### config.mk
export PLATFORM = sky130hd
export DESIGN_NAME = merge_wbuf
export DESIGN_NICKNAME = d
export VERILOG_FILES = /design/src/rtl/merge_wbuf.sv
export SDC_FILE = /design/constraint.sdc
export NUM_CORES = 1
export LEC_CHECK = 0
export ABC_AREA = 1
export ABC_CLOCK_PERIOD_IN_PS = 3850
export BUFFER_PORTS_ARGS = -buffer_cell sky130_fd_sc_hd__buf_4
export CORE_ASPECT_RATIO = 0.6
export CORE_UTILIZATION = 42
export DETAILED_ROUTE_END_ITERATION = 16
export GPL_ROUTABILITY_DRIVEN = 0
export PLACE_DENSITY = 0.71
export SKIP_CTS_REPAIR_TIMING = 1
export SYNTH_ARGS = -nofsm -noshare
export SYNTH_HDL_FRONTEND = slang
export SYNTH_SLANG_ARGS = --single-unit
### constraint.sdc
create_clock -name clk -period 3.85 [get_ports clk]
set_input_delay 0.9625 -clock clk [delete_from_list [all_inputs] [get_ports clk]]
set_output_delay 0.9625 -clock clk [all_outputs]
set_load 0.02 [all_outputs]
### src/rtl/merge_wbuf.sv
module merge_wbuf #(
  parameter int ADDR_W = 16,
  parameter int DATA_W = 16,
  parameter int ENTRIES = 4,
  parameter int WORDS = 4,
  parameter logic [ADDR_W-1:0] IO_BASE = 16'hF000,
  parameter logic [ADDR_W-1:0] IO_MASK = 16'hF000
) (
  input  logic                     clk,
  input  logic                     rst_n,
  input  logic                     st_valid,
  input  logic [ADDR_W-1:0]        st_addr,
  input  logic [DATA_W-1:0]        st_data,
  output logic                     st_ready,
  output logic                     mem_req,
  output logic [ADDR_W-$clog2(WORDS)-1:0] mem_addr,
  output logic [WORDS-1:0]         mem_wen,
  output logic [WORDS*DATA_W-1:0]  mem_data,
  input  logic                     mem_ack
);
  localparam int OFF_W = $clog2(WORDS);
  localparam int BLK_W = ADDR_W - OFF_W;
  localparam int PTR_W = (ENTRIES > 1) ? $clog2(ENTRIES) : 1;
  localparam int CNT_W = $clog2(ENTRIES + 1);

  logic [BLK_W-1:0]        blk_q [ENTRIES];
  logic [WORDS*DATA_W-1:0] dat_q [ENTRIES];
  logic [WORDS-1:0]        msk_q [ENTRIES];
  logic [ENTRIES-1:0]      vld_q, io_q, hit_vec;
  logic [PTR_W-1:0]        head_q, tail_q;
  logic [CNT_W-1:0]        cnt_q;
  logic                    busy_q;

  logic [BLK_W-1:0] st_blk;
  logic [OFF_W-1:0] st_off;
  logic [WORDS-1:0] st_sel;
  logic st_io, hit, full, acc, do_alloc, do_merge, pop;

  assign st_blk = st_addr[ADDR_W-1:OFF_W];
  assign st_off = st_addr[OFF_W-1:0];
  assign st_sel = {{(WORDS-1){1'b0}}, 1'b1} << st_off;
  assign st_io  = (st_addr & IO_MASK) == IO_BASE;

  always_comb begin
    for (int i = 0; i < ENTRIES; i++)
      hit_vec[i] = vld_q[i] && !io_q[i] && !st_io && (blk_q[i] == st_blk)
                   && !(busy_q && head_q == PTR_W'(i));
  end

  assign hit      = |hit_vec;
  assign full     = cnt_q == CNT_W'(ENTRIES);
  assign st_ready = hit || !full;
  assign acc      = st_valid && st_ready;
  assign do_alloc = acc && !hit;
  assign do_merge = acc && hit;
  assign pop      = busy_q && mem_ack;

  assign mem_req  = busy_q;
  assign mem_addr = blk_q[head_q];
  assign mem_wen  = msk_q[head_q];
  assign mem_data = dat_q[head_q];

  always_ff @(posedge clk) begin
    if (!rst_n) begin
      vld_q <= '0;
      io_q  <= '0;
      for (int i = 0; i < ENTRIES; i++) begin
        blk_q[i] <= '0;
        dat_q[i] <= '0;
        msk_q[i] <= '0;
      end
    end else begin
      for (int i = 0; i < ENTRIES; i++) begin
        if (pop && head_q == PTR_W'(i)) vld_q[i] <= 1'b0;
        if (do_alloc && tail_q == PTR_W'(i)) begin
          vld_q[i] <= 1'b1;
          io_q[i]  <= st_io;
          blk_q[i] <= st_blk;
          msk_q[i] <= st_sel;
          dat_q[i][st_off*DATA_W +: DATA_W] <= st_data;
        end else if (do_merge && hit_vec[i]) begin
          msk_q[i] <= msk_q[i] | st_sel;
          dat_q[i][st_off*DATA_W +: DATA_W] <= st_data;
        end
      end
    end
  end

  always_ff @(posedge clk) begin
    if (!rst_n) begin
      head_q <= '0;
      tail_q <= '0;
      cnt_q  <= '0;
      busy_q <= 1'b0;
    end else begin
      if (pop) head_q <= (head_q == PTR_W'(ENTRIES-1)) ? '0 : head_q + 1'b1;
      if (do_alloc) tail_q <= (tail_q == PTR_W'(ENTRIES-1)) ? '0 : tail_q + 1'b1;
      cnt_q <= cnt_q + CNT_W'(do_alloc) - CNT_W'(pop);
      if (pop) busy_q <= 1'b0;
      else if (!busy_q && cnt_q != '0) busy_q <= 1'b1;
    end
  end


  req_hold_chk: assert property (@(posedge clk) disable iff (!rst_n)
    mem_req && !mem_ack |=> mem_req && $stable(mem_addr) && $stable(mem_wen) && $stable(mem_data));


  drain_gap_chk: assert property (@(posedge clk) disable iff (!rst_n)
    mem_req && mem_ack |=> !mem_req);


  wen_some_chk: assert property (@(posedge clk) disable iff (!rst_n)
    mem_req |-> mem_wen != '0);


  single_hit_chk: assert property (@(posedge clk) disable iff (!rst_n)
    $onehot0(hit_vec));


  io_alloc_chk: assert property (@(posedge clk) disable iff (!rst_n)
    st_valid && st_ready && st_io && !pop |=> cnt_q == $past(cnt_q) + CNT_W'(1));


  count_bound_chk: assert property (@(posedge clk) disable iff (!rst_n)
    cnt_q <= CNT_W'(ENTRIES));
endmodule

==> key figures <==
Logic synthesis
  • Ys async rst share: 0%
  • Synth Register Bits: 346
  • Cell Area, Synth: approximately 0.017 mm^2
  • Mapped Nets: ~1.9k
  • Largest cells by area after synthesis: edfxtp_1, nor2_1, nand2_1
  • Yosys top cell area share: about 59%
  • Synth area leader: edfxtp_1
  • Most frequent cell after synthesis: nor2_1
  • Post-synth EDFFs: between 300 and 400
  • Synth Warn #: 0
  • Post-synth top flop: edfxtp_1
  • Avg Cell Area, Syn: 9.32 um^2
  • Distinct cell type count after synthesis: 34
  • Gate Count Post-Synth: around 1.8k
  • Top post-synthesis cells by count: nor2_1, edfxtp_1, nand2_1
  • Part of the Yosys area used for sequential elements: 60.8%

Power and ir drop
  • Part of the power in registers: 42.3%
  • Clock power share: 30.2%
  • P_sw: about 0.0036 W
  • Peak supply drop: around 270 uV
  • Logic gate share of total power: 27.5%
  • Sw Share: 33.7%
  • Leak: a little under 8 nW
  • Pwr Total: 0.0107 W
  • Pwr dens: about 550 mW/mm^2
  • Internal Power: 0.00707 W

CTS
  • CTS root buf: clkbuf_16
  • CTS buffer count: 36
  • Clk slew on worst S/H paths: 0.05 ns
  • Max Buffers Root-to-Sink: 3
  • Worst-skew pair later-pin latency: ~0.55 ns
  • Clock H-tree levels: 2
  • CTS tree: yes
  • TritonCTS Sinks: 346

Worst hold path
  • Hold WC Path Type: register to register

Routing
  • Wirelength per Cell: between 15 and 20 um
  • DRT Pass-1 Iters: 6
  • DR vias/cell: 5.52
  • Routed Antenna Nets: 0
  • Routed wire length: 48700 um
  • Total number of vias: 13.7k
  • DR iter-0 viols: around 1.6k
  • Remaining DRCs: 0

Final layout
  • Register area: 0.0102 mm^2
  • Finished Cell Area: 0.0195 mm^2
  • Fill count: 3573
  • Nets: 1983
  • ANT cells: 0
  • Area grow syn2layout: 16.1%
  • Multi-input gate area: ~0.0058 mm^2
  • Final core utilization: ~50%
  • Share of post-route cells with drive strength above 1: ~15%

Critical path
  • Slowest stage delay, CP: around 0.31 ns
  • CP endpoint kind: output port
  • Worst EP arrival: roughly 2.5 ns
  • Crit-path max FO: 8
  • Crit-path slowest cell: nor2_1
  • Delay-heaviest family, CP: simple AND/OR/NAND/NOR gates
  • Buf+Inv Stages, Crit Path: 3
  • Startpoint Class: input pin
  • CP dominant cell by count: nand2_1
  • Crit-path cells: buf_4, inv_1, nand2_1, nand2_1, nor2_1, nand2_1, nor2_1, nand2_1, nand2_1, nor2_8, nand2_1, buf_4
  • CP Data Required Time: 2.89 ns
  • Crit Path Class: input pin to output port

Global routing
  • Global-route wire length before repair: 73400 um
  • Total gr overflow: 0
  • Vias in the first global route: 12.5k
  • All-Layer GR Usage: 23.6%
  • Largest net degree at the start of global routing: 97
  • Initial antenna violation count: 0

Timing
  • Max frequency: about 0.29 GHz
  • RSZ-0062 raised after global routing: false
  • Worst-Margin Slew: 0.805 ns
  • Final Hold Vio Count: 0
  • Final Slew Violations: 0
  • Setup violators final: 0
  • Min Tclk post-route: between 3 and 4 ns
  • TNS Setup: 0 ns
  • Slew HR: 46.3%
  • Clock Skew: 0.0422 ns
  • Final Cycle Share: between 80% and 90%

Die
  • Number of I/O pins: 120
  • Row cnt: 56
  • Die Span Y: 157 um
  • Starting Density: 42.8%
  • Core Region: 0.0392 mm^2
  • Full die area: 0.0408 mm^2
  • Die span in x: approximately 260 um

Status
  • Status: complete, no violations

Placed design
  • PortBufs: roughly 120
  • DP Area: ~0.018 mm^2
  • Post-DP HPWL: 31700 um

Run
  • Max_cap viols: 0
[cell usage in the layout, fill, tap and decap left out, drive strengths merged]
cell type  count
nor2         529
nand2        329
edfxtp       328
buf          176
o21ai        159
inv          102
o22ai         68
nand3         67
a21oi         51
clkbuf        45
nand4         23
ha            18
dfxtp         18
clkinv        17
nor3           8
or2            4
xor2           3
a31o           3
clkinvlp       3
xnor2          1
nor3b          1
nor4           1
fa             1
[path summary, 6_finish.rpt]
kind,from,to,slack (ns),cells past startpoint
setup / recovery,st_addr[5],st_ready,0.43,12
hold / removal,vld_q[1]$_SDFFE_PN0P_,vld_q[1]$_SDFFE_PN0P_,0.48,2
setup reg to reg,head_q[0]$_SDFFE_PN0P_,cnt_q[2]$_SDFF_PN0_,0.82,19
hold reg to reg,vld_q[1]$_SDFFE_PN0P_,vld_q[1]$_SDFFE_PN0P_,0.48,2
[area by class of cell]
type	count	area share, %
sequential	346	52.4
timing repair buffer	176	7.16
multi-input combinational	1266	29.7
tap	522	3.35
clock inverter	20	0.578
clock buffer	45	4.79
inverter	102	1.98
[tightest hold or removal path: stages (launching register included)]
cell and delay [ns]:
dfxtp_1 0.31, nand2_1 0.06, a21oi_1 0.06
[routing by layer]
| layer | vias up | wire [um] | GRT usage, % |
|---|---|---|---|
| met5 | - | 0 | 0 |
| met1 | 6482 | 21000 | 35.1 |
| met4 | 0 | 1290 | 6.54 |
| met3 | 105 | 5920 | 6.09 |
| met2 | 740 | 20500 | 33.5 |
| li1 | 6349 | - | - |
[kinds of logic (layout without fill, tap and decap cells)]
| group | after synthesis | in the layout | synth area share (%) |
|---|---|---|---|
| AO/OA/AOI/OAI | 281 | 281 | 9.11 |
| XOR/XNOR | 4 | 4 | 0.209 |
| adder cells (fa/ha/maj) | 19 | 19 | 1.46 |
| buffers and inverters | 190 | 343 | 4.67 |
| flip-flops | 346 | 346 | 60.8 |
| AND/OR/NAND/NOR | 962 | 962 | 23.7 |
[registers in the layout, indices dropped and copies added (netlist names), named ones only]
name / cells
head_q: 2
io_q: 4
tail_q: 2
vld_q: 4
cnt_q: 3
mem_req: 1
dat_q: 256
msk_q: 16
blk_q: 56
[power by group through the flow]
stage          logic (W)  registers, W  clock network, W
5_1_grt          0.00315       0.00455           0.00339
6_report         0.00294       0.00452           0.00322
3_5_place_dp     0.00290       0.00459                 0
4_1_cts          0.00292       0.00452           0.00327
3_3_place_gp     0.00287       0.00459                 0
2_1_floorplan    0.00170       0.00454                 0
[through the flow]
stage	hold WS [ns]	worst slack [ns]	cells
4_1_cts	0.479	0.493	2477
2_1_floorplan	0.443	0.659	1802
3_3_place_gp	0.456	0.236	2412
3_5_place_dp	0.462	0.216	2412
6_report	0.475	0.427	2477
5_1_grt	0.495	0.300	2477
No activity file was read; power rests on OpenSTA's default activity.
